[src/rtl/dcap_pkg.sv]
package dcap_pkg;
  typedef enum logic [1:0] {
    EDGE_NONE = 2'd0,
    EDGE_RISE = 2'd1,
    EDGE_FALL = 2'd2,
    EDGE_BOTH = 2'd3
  } edge_mode_e;

  localparam int CAP_SLOTS = 2;

  typedef struct packed {
    edge_mode_e mode;
    logic       on_second;
    logic       dir_in;
  } cap_cfg_t;
endpackage

[src/rtl/dcap_sync_edge.sv]
module dcap_sync_edge
  import dcap_pkg::*;
#(
  parameter int SYNC_STAGES = 2
) (
  input  logic       clk,
  input  logic       rst,
  input  logic       pin,
  input  edge_mode_e mode,
  output logic       hit
);
  logic [SYNC_STAGES-1:0] chain;
  logic                   last;
  logic                   now;

  assign now = chain[SYNC_STAGES-1];

  always_ff @(posedge clk) begin
    if (rst) begin
      chain <= '0;
      last  <= 1'b0;
    end else begin
      chain <= {chain[SYNC_STAGES-2:0], pin};
      last  <= now;
    end
  end

  always_comb begin
    unique case (mode)
      EDGE_RISE: hit = now & ~last;
      EDGE_FALL: hit = ~now & last;
      EDGE_BOTH: hit = now ^ last;
      default:   hit = 1'b0;
    endcase
  end
endmodule

[src/rtl/dcap_ctrl_regs.sv]
module dcap_ctrl_regs
  import dcap_pkg::*;
(
  input  logic     clk,
  input  logic     rst,
  input  logic     wr,
  input  cap_cfg_t cfg_new,
  output cap_cfg_t cfg_q,
  output logic     arm_clr
);
  // Leaving "none" re-arms the capture sequence.
  assign arm_clr = wr && (cfg_q.mode == EDGE_NONE) && (cfg_new.mode != EDGE_NONE);

  always_ff @(posedge clk) begin
    if (rst) begin
      cfg_q <= '{mode: EDGE_NONE, on_second: 1'b0, dir_in: 1'b0};
    end else if (wr) begin
      cfg_q <= cfg_new;
    end
  end
endmodule

[src/rtl/dcap_sequencer.sv]
module dcap_sequencer
  import dcap_pkg::*;
#(
  parameter int CW = $clog2(CAP_SLOTS + 1)
) (
  input  logic                 clk,
  input  logic                 rst,
  input  logic                 hit,
  input  cap_cfg_t             cfg,
  input  logic                 clr,
  output logic [CAP_SLOTS-1:0] slot_we,
  output logic [CW-1:0]        cnt_q,
  output logic                 event_q
);
  localparam logic [CW-1:0] FULL = CW'(CAP_SLOTS);
  localparam logic [CW-1:0] LAST = CW'(CAP_SLOTS - 1);

  logic take;
  logic fire;

  // A clear in the same cycle wins over an edge.
  assign take = hit && cfg.dir_in && (cnt_q < FULL) && !clr;
  assign fire = take && (cnt_q == (cfg.on_second ? LAST : '0));

  for (genvar i = 0; i < CAP_SLOTS; i++) begin : g_we
    assign slot_we[i] = take && (cnt_q == CW'(i));
  end

  always_ff @(posedge clk) begin
    if (rst) begin
      cnt_q   <= '0;
      event_q <= 1'b0;
    end else begin
      event_q <= fire;
      if (clr)       cnt_q <= '0;
      else if (take) cnt_q <= cnt_q + 1'b1;
    end
  end
endmodule

[src/rtl/dcap_capture_bank.sv]
module dcap_capture_bank
  import dcap_pkg::*;
#(
  parameter int CNT_W = 32
) (
  input  logic                            clk,
  input  logic                            rst,
  input  logic [CAP_SLOTS-1:0]            we,
  input  logic [CNT_W-1:0]                count_in,
  output logic [CAP_SLOTS-1:0][CNT_W-1:0] slots
);
  for (genvar i = 0; i < CAP_SLOTS; i++) begin : g_slot
    always_ff @(posedge clk) begin
      if (rst)        slots[i] <= '0;
      else if (we[i]) slots[i] <= count_in;
    end
  end
endmodule

[src/rtl/dual_capture_unit.sv]
module dual_capture_unit
  import dcap_pkg::*;
#(
  parameter int CNT_W       = 32,
  parameter int SYNC_STAGES = 2
) (
  input  logic             clk,
  input  logic             rst,
  input  logic             pin_in,
  input  logic [CNT_W-1:0] count_in,
  input  logic             ctrl_wr,
  input  logic [1:0]       ctrl_edge_mode,
  input  logic             ctrl_cap_second,
  input  logic             ctrl_dir_in,
  input  logic             stat_cap_clr,
  output logic [CNT_W-1:0] cap_first,
  output logic [CNT_W-1:0] cap_second,
  output logic             cap_event
);
  localparam int SEQ_CW = $clog2(CAP_SLOTS + 1);

  cap_cfg_t                        cfg_new, cfg_q;
  logic                            arm_clr, hit, cnt_clr;
  logic [CAP_SLOTS-1:0]            slot_we;
  logic [CAP_SLOTS-1:0][CNT_W-1:0] slots;
  logic [SEQ_CW-1:0]               cap_count;
  edge_mode_e                      cur_mode;
  logic                            cur_dir;

  assign cfg_new  = '{mode: edge_mode_e'(ctrl_edge_mode),
                      on_second: ctrl_cap_second, dir_in: ctrl_dir_in};
  assign cnt_clr  = arm_clr | stat_cap_clr;
  assign cur_mode = cfg_q.mode;
  assign cur_dir  = cfg_q.dir_in;

  dcap_ctrl_regs u_ctrl (
    .clk(clk), .rst(rst), .wr(ctrl_wr), .cfg_new(cfg_new),
    .cfg_q(cfg_q), .arm_clr(arm_clr)
  );

  dcap_sync_edge #(.SYNC_STAGES(SYNC_STAGES)) u_sync (
    .clk(clk), .rst(rst), .pin(pin_in), .mode(cfg_q.mode), .hit(hit)
  );

  dcap_sequencer #(.CW(SEQ_CW)) u_seq (
    .clk(clk), .rst(rst), .hit(hit), .cfg(cfg_q), .clr(cnt_clr),
    .slot_we(slot_we), .cnt_q(cap_count), .event_q(cap_event)
  );

  dcap_capture_bank #(.CNT_W(CNT_W)) u_bank (
    .clk(clk), .rst(rst), .we(slot_we), .count_in(count_in), .slots(slots)
  );

  assign cap_first  = slots[0];
  assign cap_second = slots[1];
endmodule

[config.mk]
export PLATFORM = sky130hd
export DESIGN_NAME = dual_capture_unit
export DESIGN_NICKNAME = d
export VERILOG_FILES = /design/src/rtl/dcap_pkg.sv /design/src/rtl/dcap_sync_edge.sv /design/src/rtl/dcap_ctrl_regs.sv /design/src/rtl/dcap_sequencer.sv /design/src/rtl/dcap_capture_bank.sv /design/src/rtl/dual_capture_unit.sv
export SDC_FILE = /design/constraint.sdc
export NUM_CORES = 1
export LEC_CHECK = 0
export ABC_CLOCK_PERIOD_IN_PS = 2500
export BUFFER_PORTS_ARGS = -buffer_cell sky130_fd_sc_hd__buf_2
export CAP_MARGIN = 20
export CELL_PAD_IN_SITES_DETAIL_PLACEMENT = 0
export CELL_PAD_IN_SITES_GLOBAL_PLACEMENT = 1
export CORE_MARGIN = 2
export CORE_UTILIZATION = 38
export DETAILED_ROUTE_END_ITERATION = 8
export GPL_TIMING_DRIVEN = 0
export PLACE_DENSITY_LB_ADDON = 0.25
export SYNTH_ARGS = -nofsm -noshare
export SYNTH_HDL_FRONTEND = slang
export SYNTH_SLANG_ARGS = --single-unit
[constraint.sdc]
create_clock -name clk -period 2.5 [get_ports clk]
set_input_delay 0.125 -clock clk [delete_from_list [all_inputs] [get_ports clk]]
set_output_delay 0.125 -clock clk [all_outputs]
set_load 0.05 [all_outputs]
==> impl_results.md, run 1 <==
* Fin. max-slew vios at 0
* Synth top area share at 0.473
* Post-synth EDFFs at 0
* Power Density at around 610 nW/um^2
* Synth warnings at 0
* Outcome: completed
* DR WL/cell at between 10 and 15 um
* F_max at 0.497 GHz
* Pin count of the biggest net entering global routing at 13
* Cell count after synthesis at ~290
* Die area at approximately 9000 sq um
* Synth Net Count at between 300 and 400
* Final WL at about 7000 um
* Final Skew at between 0.007 and 0.008 ns
* Post-CTS Setup Bufs at 0
* R2r startpoint: u_sync.last$_SDFF_PP0_
* FFs w/ async S/R, synth at 0
* R2R setup slack at between 0.4 and 0.5 ns
* Maximum vdd drop at roughly 0.00032 V
* Leak at between 2 and 2.5 nW
* Final count of negative-setup-slack endpoints at 0
* Via-per-instance ratio at ~4.5
* CP Cell Sequence: inv_1 -> ha_1 -> nand2b_1 -> a311oi_4 -> nand4b_4 -> buf_6 -> mux2i_1
* Critical setup path kind: register to register
* Die H at approximately 95 um
* Total power draw at roughly 2.4 mW
* Cell taking the most area after synthesis: dfxtp_1
* DRT Pass-1 Iters at 4
* Seq/Total Area, Yosys at 0.473
* Cts bufs inserted at 9
* DIE WIDTH at 94.8 um
* Dominant synthesized flop cell: dfxtp_1
* Worst-path clk slew at ~0.07 ns
* Syn Area/Cell at between 10 and 15 sq um
* GRT Total Usage at 0.158
* # hold bufs at CTS at 0
* Layout area overhead at 28.1%
* Most frequent cell after synthesis: nand2b_1
* Max_cap viols at 0
* Setup TNS at 0 ns
* Clock sink count at 74
* Synth unique cells at 18
* Final hold violation count at 0
* CP max stage cell: a311oi_4
* Vias in the first global route at between 2000 and 2500
* RSZ-0062 raised after global routing: no
* Clock Path Buffers at 2
* Commonest cells in the netlist: 98 x nand2b_1, 74 x dfxtp_1, 68 x mux2i_1
* CP Capture Type: register
* Fin crit share at 0.805
* ANT nets after route at 0
* Met3 Use GR at 0.0503
* Met1 usage at 0.199
* Dpl hpwl at around 5100 um
* CP arrival at roughly 2.2 ns
* Worst slew pin tran at roughly 0.55 ns
* Largest cells by area after synthesis: dfxtp_1 47%, mux2i_1 22%, nand2b_1 20%, buf_6 2.2%, ha_1 1.6%
* R2r endpoint: u_bank.slots[21]$_SDFFE_PP0P_
* Final nets at around 450
* Clock root cell: clkbuf_8
* Final worst path period need at a little over 2 ns
* CP Max Fanout at 10
* CTS tree: yes
* Element type at the critical path start: register
* Mapped cell area at ~3100 sq um
* Worst Hold Depth at 2
* Share of cells above drive strength 1 at 0.314
* GP Congestion at 0.729
* Synth Register Bits at 74
* Worst Hold Class: primary input to register
* Site Rows at 33
* Worst Path Required at 2.72 ns
* H-Tree Depth at 3
* CP Launch Point: u_sync.last$_SDFF_PP0_
* Total number of vias at between 2000 and 2500
* Busiest grt layer: met2
* DRC Markers at 0
* Worst path max stage delay at ~0.48 ns
* Clock Latency Late Sink at roughly 0.34 ns
* Fillcell total at 800
* Met2 usage at 0.248
* Antenna violations before repair at 0
* Hold Slack at 0.0126 ns
* DRT iter0 DRCs at 37
* Port bufs at just over 100
* First-pass GRT wire length at ~11000 um
* Cts repair resizes at 0
* Antenna Cells at 0
* # IOs at 106
* CP Capture Point: u_bank.slots[21]$_SDFFE_PP0P_
* Initial Util at 0.387
* GR Overflow Total at 0
* Core area at between 8000 and 9000 sq um
* Worst reg2reg path depth at 7
* Rel. slew slack at 0.631
-- worst max-delay path: cells and delay by family (launching register included) --
kind / cells / cell delay [ns]
compound gates: 1 / 0.48
simple gates: 2 / 0.41
flops: 1 / 0.34
buf+inv: 2 / 0.28
fa+ha+maj: 1 / 0.27
mux: 1 / 0.13
-- metrics by stage --
| step | worst slack (ns) | util | std cells | instance area, sq um |
|---|---|---|---|---|
| floorplan | 0.677 | - | 288 | 3130 |
| global placement | 0.500 | 0.467 | 496 | 3780 |
| detailed placement | 0.466 | 0.467 | 496 | 3780 |
| CTS | 0.453 | 0.496 | 512 | 4010 |
| global route | 0.329 | 0.496 | 512 | 4010 |
| finish | 0.488 | 0.496 | 512 | 4010 |
-- state kept, by name (all words and copies together) (netlist names) --
register	count
u_seq.cnt_q	2
u_sync.chain	2
u_bank.slots	64
u_ctrl.cfg_q	4
u_seq.event_q	1
u_sync.last	1
-- layout by cell type (no fill, tap or decap), drive strengths merged --
cell type,synthesis,routed
ha,4,4
bufinv,0,3
nor2,9,9
buf,6,109
clkbuf,12,22
nand2b,99,99
o211ai,1,1
xnor2,1,1
nor2b,2,2
nand2,1,1
a21oi,2,2
a311oi,1,1
dfxtp,74,74
nand4b,2,2
clkinv,0,3
nor4b,1,1
mux2i,68,68
xor2,1,1
inv,4,4
-- how the worst min path moves through the flow --
stage                      startpoint                           end
after floorplan                pin_in    u_sync.chain[0]$_SDFF_PP0_
after global placement         pin_in    u_sync.chain[0]$_SDFF_PP0_
after detailed placement       pin_in    u_sync.chain[0]$_SDFF_PP0_
after CTS                      pin_in    u_sync.chain[0]$_SDFF_PP0_
after global routing      ctrl_dir_in  u_ctrl.cfg_q[0]$_SDFFE_PP0P_
final                          pin_in    u_sync.chain[0]$_SDFF_PP0_
-- cell type report --
class | count | area [sq um] | share of cell area
plain buffers | 18 | 113 | 0.0281
inverters | 4 | 15.0 | 0.00374
repair buffers | 103 | 515 | 0.128
multi-input cells | 192 | 1530 | 0.380
well taps | 105 | 131 | 0.0327
flip-flops and latches | 74 | 1480 | 0.369
clock inverters | 6 | 105 | 0.0262
clock buffers | 10 | 128 | 0.0318
-- kinds of logic (layout without fill, tap and decap cells) --
group           after synthesis  count (layout)  share of synthesized area
flops                        74              74                      0.473
fa+ha+maj                     4               4                     0.0160
simple gates                114             114                      0.234
mux                          68              68                      0.217
compound gates                4               4                     0.0140
buf+inv                      22             141                     0.0407
xor+xnor                      2               2                    0.00559
-- power by group --
group	leakage, nW	internal, mW	switching [mW]
Sequential	0.597	1.19	0.00676
Clock	0.120	0.659	0.437
Combinational	1.48	0.0722	0.0760
Total	2.20	1.92	0.520
-- layer usage --
| layer | up-vias | routed length, um | part of all wire |
|---|---|---|---|
| met4 | 0 | 95 | 0.014 |
| met3 | 8 | 470 | 0.067 |
| met2 | 65 | 3190 | 0.46 |
| met1 | 1066 | 3230 | 0.46 |
| met5 | - | 0 | 0 |
| li1 | 1172 | - | - |
(Power assumes the default switching activity.)
==> run 2, diff against run 1 <==
--- a/config.mk
+++ b/config.mk
@@ -5,13 +5,13 @@
 export SDC_FILE = /design/constraint.sdc
 export NUM_CORES = 1
 export LEC_CHECK = 0
-export ABC_CLOCK_PERIOD_IN_PS = 2500
+export ABC_CLOCK_PERIOD_IN_PS = 1630
 export BUFFER_PORTS_ARGS = -buffer_cell sky130_fd_sc_hd__buf_2
 export CAP_MARGIN = 20
 export CELL_PAD_IN_SITES_DETAIL_PLACEMENT = 0
 export CELL_PAD_IN_SITES_GLOBAL_PLACEMENT = 1
 export CORE_MARGIN = 2
-export CORE_UTILIZATION = 38
+export CORE_UTILIZATION = 34
 export DETAILED_ROUTE_END_ITERATION = 8
 export GPL_TIMING_DRIVEN = 0
 export PLACE_DENSITY_LB_ADDON = 0.25
==> constraint.sdc (replaced) <==
create_clock -name clk -period 1.63 [get_ports clk]
set_input_delay 0.0815 -clock clk [delete_from_list [all_inputs] [get_ports clk]]
set_output_delay 0.0815 -clock clk [all_outputs]
set_load 0.05 [all_outputs]
==> run 2 against run 1 <==
Effect of this change: the flow now finishes with violations (setup timing); maximum frequency rose by 9.4%; power rose by 59%; critical path depth rose by 2; sequential cell count did not move; die area rose by 11%; final cell count rose by 5.3%; sequential share of layout area fell by 3.5 points; clock power rose by 63%; routed wire length rose by 9.2%; first-iteration DRC count rose by 11%; global-route usage fell by 0.56 points.
==> impl_results.md, run 2 (synthesis results as in run 1) <==
* Switching part of the total at 0.211 (was 0.213)
* Fin crit share at 1.13 (was 0.805)
* GP Congestion at 0.690 (was 0.729)
* Total number of vias at 2403 (was 2311)
* Clock sink count at 74 (unchanged)
* DRC Markers at 0 (unchanged)
* Dpl ws at -0.380 ns (was 0.466 ns)
* Design Area, Final at 4440 sq um (was 4010 sq um)
* GR Overflow Total at 0 (unchanged)
* Largest register FFs at 64 (unchanged)
* Port bufs at 103 (unchanged)
* Worst Path Required at 1.86 ns (was 2.72 ns)
* CP Capture Type: register (unchanged)
* Max_cap viols at 0 (unchanged)
* Power Density at 873 nW/um^2 (was 607 nW/um^2)
* Top Registers: u_bank.slots: 64 flops, u_ctrl.cfg_q: 4 flops (unchanged)
* Antenna violations before repair at 0 (unchanged)
* Clock Path Buffers at 2 (unchanged)
* CTS tree: yes (unchanged)
* Leak at 2.38 nW (was 2.20 nW)
* Pin count of the biggest net entering global routing at 13 (unchanged)
* Maximum vdd drop at 0.000427 V (was 0.000324 V)
* Placed Cells at 502 (was 496)
* DR WL/cell at 14.1 um (was 13.6 um)
* Final worst path period need at 1.84 ns (was 2.01 ns)
* Element type at the critical path start: register (unchanged)
* Initial Util at 0.344 (was 0.387)
* First-pass GRT wire length at 11700 um (was 10900 um)
* DRT iter0 DRCs at 41 (was 37)
* Internal power at 3.05 mW (was 1.92 mW)
* DRT Pass-1 Iters at 4 (unchanged)
* Via-per-instance ratio at 4.46 (was 4.51)
* Setup ws final at -0.210 ns (was 0.488 ns)
* Failing checks: setup timing
* Die area at 10000 sq um (was 8990 sq um)
* Layout area overhead at 41.5% (was 28.1%)
* Largest register by flop count: u_bank.slots (unchanged)
* Final nets at 468 (was 447)
* CP arrival at 2.07 ns (was 2.23 ns)
* Core area at 9110 sq um (was 8090 sq um)
* # IOs at 106 (unchanged)
* Critical setup path kind: register to register (unchanged)
* Outcome: finished, violations left (was completed)
* Final count of negative-setup-slack endpoints at 64 (was 0)
* Combinational power share at 0.066 (was 0.061)
* P_sw at 0.818 mW (was 0.520 mW)
* GRT Total Usage at 0.152 (was 0.158)
* CP Max Fanout at 5 (was 10)
* Site Rows at 35 (was 33)
* Rel. slew slack at 0.593 (was 0.631)
* Worst slew pin tran at 0.608 ns (was 0.551 ns)
* Worst Hold Class: primary input to register (unchanged)
* Final Skew at 0.00452 ns (was 0.00780 ns)
* Clock Latency Late Sink at 0.34 ns (about the same)
* RSZ-0062 raised after global routing: yes (was no)
* Clock root cell: clkbuf_8 (unchanged)
* Die H at 100 um (was 94.8 um)
* ANT nets after route at 0 (unchanged)
* Fin. max-slew vios at 0 (unchanged)
* Share of cells above drive strength 1 at 0.348 (was 0.314)
* Worst-path clk slew at 0.08 ns (was 0.07 ns)
* Final WL at 7620 um (was 6980 um)
* Clock power frac at 0.461 (was 0.450)
* Placed cell area at 3800 sq um (was 3780 sq um)
* Antenna Cells at 0 (unchanged)
* F_max at 0.544 GHz (was 0.497 GHz)
* Final hold violation count at 0 (unchanged)
* Most common cell after layout, fill and taps aside: buf_2 (unchanged)
* Non-filler instance count after layout at 539 (was 512)
* Setup TNS at -11.07 ns (was 0 ns)
* Sequential share of power at 0.473 (was 0.490)
* H-Tree Depth at 3 (unchanged)
* Most frequent cells in the layout: 103 x buf_2, 97 x nand2b_1, 72 x dfxtp_1 (was 103 x buf_2, 98 x nand2b_1, 74 x dfxtp_1)
* Cts bufs inserted at 9 (unchanged)
* Vias in the first global route at 2373 (was 2251)
* Dpl hpwl at 5120 um (was 5050 um)
* DIE WIDTH at 100 um (was 94.8 um)
==> run 2: cell types whose count changed in the layout (fill, tap and decap cells not counted), sizes merged <==
cell / previous run / this run
clkinv: 3 / 0
dlygate4sd3: 0 / 7
clkbuf: 22 / 27
clkinvlp: 0 / 1
buf: 109 / 120
==> run 2: power by group through the flow <==
stage	clock network [mW]	registers, mW	logic, mW
5_1_grt	1.91	1.83	0.282
3_3_place_gp	0	1.87	0.233
3_5_place_dp	0	1.87	0.235
2_1_floorplan	0	1.89	0.129
6_report	1.79	1.83	0.256
4_1_cts	1.84	1.83	0.257
==> run 2: final timing paths <==
| check | slack [ns] | cells after the start | startpoint | end |
|---|---|---|---|---|
| setup / recovery | -0.21 | 9 | u_sync.last$_SDFF_PP0_ | u_bank.slots[12]$_SDFFE_PP0P_ |
| hold / removal | 0.01 | 3 | count_in[6] | u_bank.slots[38]$_SDFFE_PP0P_ |
| setup reg to reg | -0.21 | 9 | u_sync.last$_SDFF_PP0_ | u_bank.slots[12]$_SDFFE_PP0P_ |
| hold reg to reg | 0.44 | 1 | u_sync.chain[0]$_SDFF_PP0_ | u_sync.chain[1]$_SDFF_PP0_ |
==> run 2: area by class of cell <==
class | instances | area (sq um)
buffer | 18 | 165
clock buffer | 12 | 155
clock inverter | 4 | 97.6
fill | 875 | 4670
inverter | 4 | 15.0
multi-input combinational | 192 | 1550
sequential | 74 | 1480
tap | 111 | 139
timing repair buffer | 124 | 827
==> run 2: per-stage QoR <==
stage	hold slack, ns	util	power, mW
5_1_grt	0.0107	0.487	4.03
4_1_cts	0.000720	0.476	3.93
3_5_place_dp	0.312	0.417	2.11
3_3_place_gp	0.303	0.417	2.11
6_report	0.0142	0.487	3.87
2_1_floorplan	0.210	-	2.02
==> run 2: routing by layer <==
layer  up-vias  share of wire  GRT usage
li1       1212              -          -
met3        10          0.037     0.0334
met4         0          0.015     0.0695
met5         -              0          0
met2        61           0.48      0.247
met1      1120           0.47      0.193
==> run 2: worst max-delay path, cell delays in order, from the launching register on <==
cell	delay [ns]
dfxtp_2	0.34
inv_2	0.05
ha_4	0.20
nand2b_4	0.14
a311oi_4	0.25
buf_6	0.17
nand4b_4	0.12
buf_12	0.19
buf_12	0.13
mux2i_2	0.14
==> run 2: repair_timing <==
item	4_1_cts	5_1_grt
buffers inserted	9	0
pin swaps	2	2
endpoints found under the hold margin	8	0
cloned	2	3
hold buffers	7	0
resized for setup	17	6
setup endpoints to repair	65	64
==> run 3, diff against run 2 <==
--- a/config.mk
+++ b/config.mk
@@ -11,7 +11,8 @@
 export CELL_PAD_IN_SITES_DETAIL_PLACEMENT = 0
 export CELL_PAD_IN_SITES_GLOBAL_PLACEMENT = 1
 export CORE_MARGIN = 2
-export CORE_UTILIZATION = 34
+export CORE_UTILIZATION = 35
+export CTS_BUF_LIST = sky130_fd_sc_hd__clkbuf_4 sky130_fd_sc_hd__clkbuf_8
 export DETAILED_ROUTE_END_ITERATION = 8
 export GPL_TIMING_DRIVEN = 0
 export PLACE_DENSITY_LB_ADDON = 0.25
==> run 3 against run 2 <==
Effect of this change: the flow still finishes with violations (setup timing); final cell count decreased by 1.9%; non-clock buffer count shrank 6; worst setup slack better by 0.025 ns; sequential share of layout area is 1.3 points higher; combinational power down 3%; critical path depth unchanged; count of clock-buffer cells in the layout stayed put; clock power decreased by 21%; critical endpoint is now u_bank.slots[16]$_SDFFE_PP0P_; largest cell class unchanged.
==> impl_results.md, run 3 (synthesis results as in run 1) <==
* Largest register FFs at 64 (unchanged)
* Worst Hold Class: primary input to register (unchanged)
* Critical setup path kind: register to register (unchanged)
* F_max at 0.551 GHz (was 0.544 GHz)
* Final nets at 462 (was 468)
* Placed cell area at 3800 sq um (about the same)
* Placed Cells at 499 (was 502)
* GRT Total Usage at 0.152 (about the same)
* Non-filler instance count after layout at 529 (was 539)
* Critical path's top delay family: buffers and inverters (unchanged)
* Fin crit share at 1.11 (was 1.13)
* Pin count of the biggest net entering global routing at 12 (was 13)
* Clock Path Buffers at 2 (unchanged)
* Fin. max-slew vios at 0 (unchanged)
* Final worst path period need at 1.81 ns (was 1.84 ns)
* Most common cell after layout, fill and taps aside: buf_2 (unchanged)
* CP Max Fanout at 5 (unchanged)
* Port bufs at 103 (unchanged)
* RSZ-0062 raised after global routing: yes (unchanged)
* Design Area, Final at 4260 sq um (was 4440 sq um)
* Dpl ws at -0.350 ns (was -0.380 ns)
* Leak at 2.32 nW (was 2.38 nW)
* Core area at 8720 sq um (was 9110 sq um)
* Site Rows at 34 (was 35)
* Power Density at 819 nW/um^2 (was 873 nW/um^2)
* Clock sink count at 74 (unchanged)
* Initial Util at 0.359 (was 0.344)
* Worst path max stage delay at 0.34 ns (about the same)
* Maximum vdd drop at 0.000433 V (was 0.000427 V)
* Die area at 9730 sq um (was 10000 sq um)
* Layout area overhead at 36.0% (was 41.5%)
* Antenna violations before repair at 0 (unchanged)
* Worst Path Required at 1.86 ns (about the same)
* Die H at 98.6 um (was 100 um)
* CP max stage cell: dfxtp_2 (unchanged)
* GR Overflow Total at 0 (unchanged)
* Worst-path clk slew at 0.08 ns (about the same)
* Antenna Cells at 0 (unchanged)
* Setup ws final at -0.184 ns (was -0.210 ns)
* Cts bufs inserted at 9 (unchanged)
* Clock Latency Late Sink at 0.34 ns (about the same)
* Top Registers: u_bank.slots: 64 flops, u_ctrl.cfg_q: 4 flops (unchanged)
* GP Congestion at 0.683 (was 0.690)
* First-pass GRT wire length at 11700 um (about the same)
* Worst path bufs/invs at 4 (unchanged)
* Final Skew at 0.0100 ns (was 0.00452 ns)
* Worst slew pin tran at 0.560 ns (was 0.608 ns)
* DRT Pass-1 Iters at 4 (unchanged)
* Via-per-instance ratio at 4.43 (was 4.46)
* CP arrival at 2.04 ns (was 2.07 ns)
* Dpl hpwl at 5130 um (was 5120 um)
* Outcome: finished, violations left (unchanged)
* Failing checks: setup timing (unchanged)
* DR WL/cell at 13.9 um (was 14.1 um)
* DRT iter0 DRCs at 33 (was 41)
* H-Tree Depth at 3 (unchanged)
* Element type at the critical path start: register (unchanged)
* Clock root cell: clkbuf_8 (unchanged)
* # IOs at 106 (unchanged)
* Final WL at 7360 um (was 7620 um)
* Share of cells above drive strength 1 at 0.342 (was 0.348)
* Final count of negative-setup-slack endpoints at 64 (unchanged)
* Rel. slew slack at 0.625 (was 0.593)
* CTS tree: yes (unchanged)
* Most frequent cells in the layout: 103 x buf_2, 97 x nand2b_1, 72 x dfxtp_1 (unchanged)
* Max_cap viols at 0 (unchanged)
* Final hold violation count at 0 (unchanged)
* DRC Markers at 0 (unchanged)
* Total number of vias at 2342 (was 2403)
* Vias in the first global route at 2341 (was 2373)
* Total power draw at 3.49 mW (was 3.87 mW)
* Core Util, Final at 0.489 (was 0.487)
* ANT nets after route at 0 (unchanged)
* CP Capture Type: register (unchanged)
* DIE WIDTH at 98.6 um (was 100 um)
* Largest register by flop count: u_bank.slots (unchanged)
* CP Cell Sequence: buf_4 -> ha_2 -> nand2b_4 -> a311oi_4 -> buf_6 -> nand4b_4 -> buf_12 -> clkbuf_16 -> mux2i_1 (was inv_2 -> ha_4 -> nand2b_4 -> a311oi_4 -> buf_6 -> nand4b_4 -> buf_12 -> buf_12 -> mux2i_2)
run 3: cell types whose count changed in the layout (fill, tap and decap cells not counted), moves of 2 or more:
cell	delta
mux2i_1	+2
mux2i_2	-2
clkbuf_4	+2
clkinv_2	+2
bufinv_16	-2
buf_16	-2
buf_6	-2
dlygate4sd3_1	-2
run 3: final timing paths:
path	from	end	slack, ns	depth (start not counted)
max	u_sync.last$_SDFF_PP0_	u_bank.slots[16]$_SDFFE_PP0P_	-0.18	9
min	count_in[27]	u_bank.slots[59]$_SDFFE_PP0P_	0.02	3
max reg2reg	u_sync.last$_SDFF_PP0_	u_bank.slots[16]$_SDFFE_PP0P_	-0.18	9
min reg2reg	u_sync.chain[0]$_SDFF_PP0_	u_sync.chain[1]$_SDFF_PP0_	0.44	1
run 3: final cells by class:
| class | instances | area [sq um] |
|---|---|---|
| Buffer | 18 | 165 |
| Sequential cell | 74 | 1480 |
| Fill cell | 849 | 4460 |
| Tap cell | 108 | 135 |
| Multi-Input combinational cell | 192 | 1550 |
| Clock inverter | 3 | 40.0 |
| Timing Repair Buffer | 118 | 724 |
| Inverter | 4 | 15.0 |
| Clock buffer | 12 | 153 |
run 3: tightest hold or removal path, delay by kind of cell:
family / cells / cell delay (ns)
buf+inv: 1 / 0.10
mux: 1 / 0.06
simple gates: 1 / 0.07
run 3: metal layers:
layer  vias to the layer above  GRT usage  wire, um
li1                       1200          -         -
met3                         4     0.0589       469
met5                         -          0         0
met1                      1072      0.197      3560
met4                         0     0.0379        55
met2                        66      0.241      3270
run 3: stage by stage:
| stage | hold WS (ns) | setup TNS, ns |
|---|---|---|
| CTS | 0.00162 | -13.04 |
| detailed placement | 0.299 | -20.65 |
| finish | 0.0196 | -9.10 |
| floorplan | 0.210 | -9.81 |
| global placement | 0.300 | -19.20 |
| global route | 0.0139 | -12.99 |
run 3: power by group:
group	leakage (nW)	switching (mW)	internal [mW]
sequential	0.598	0.0109	1.82
clock	0.103	0.641	0.771
combinational	1.62	0.120	0.129
run 3: timing repair:
item | in CTS | in global routing
resized for setup | 13 | 5
hold buffers | 5 | 0
pin swaps | 2 | 2
setup endpoints to repair | 65 | 66
cloned | 1 | 2
hold endpoints to repair | 5 | 0
setup buffers | 7 | 1
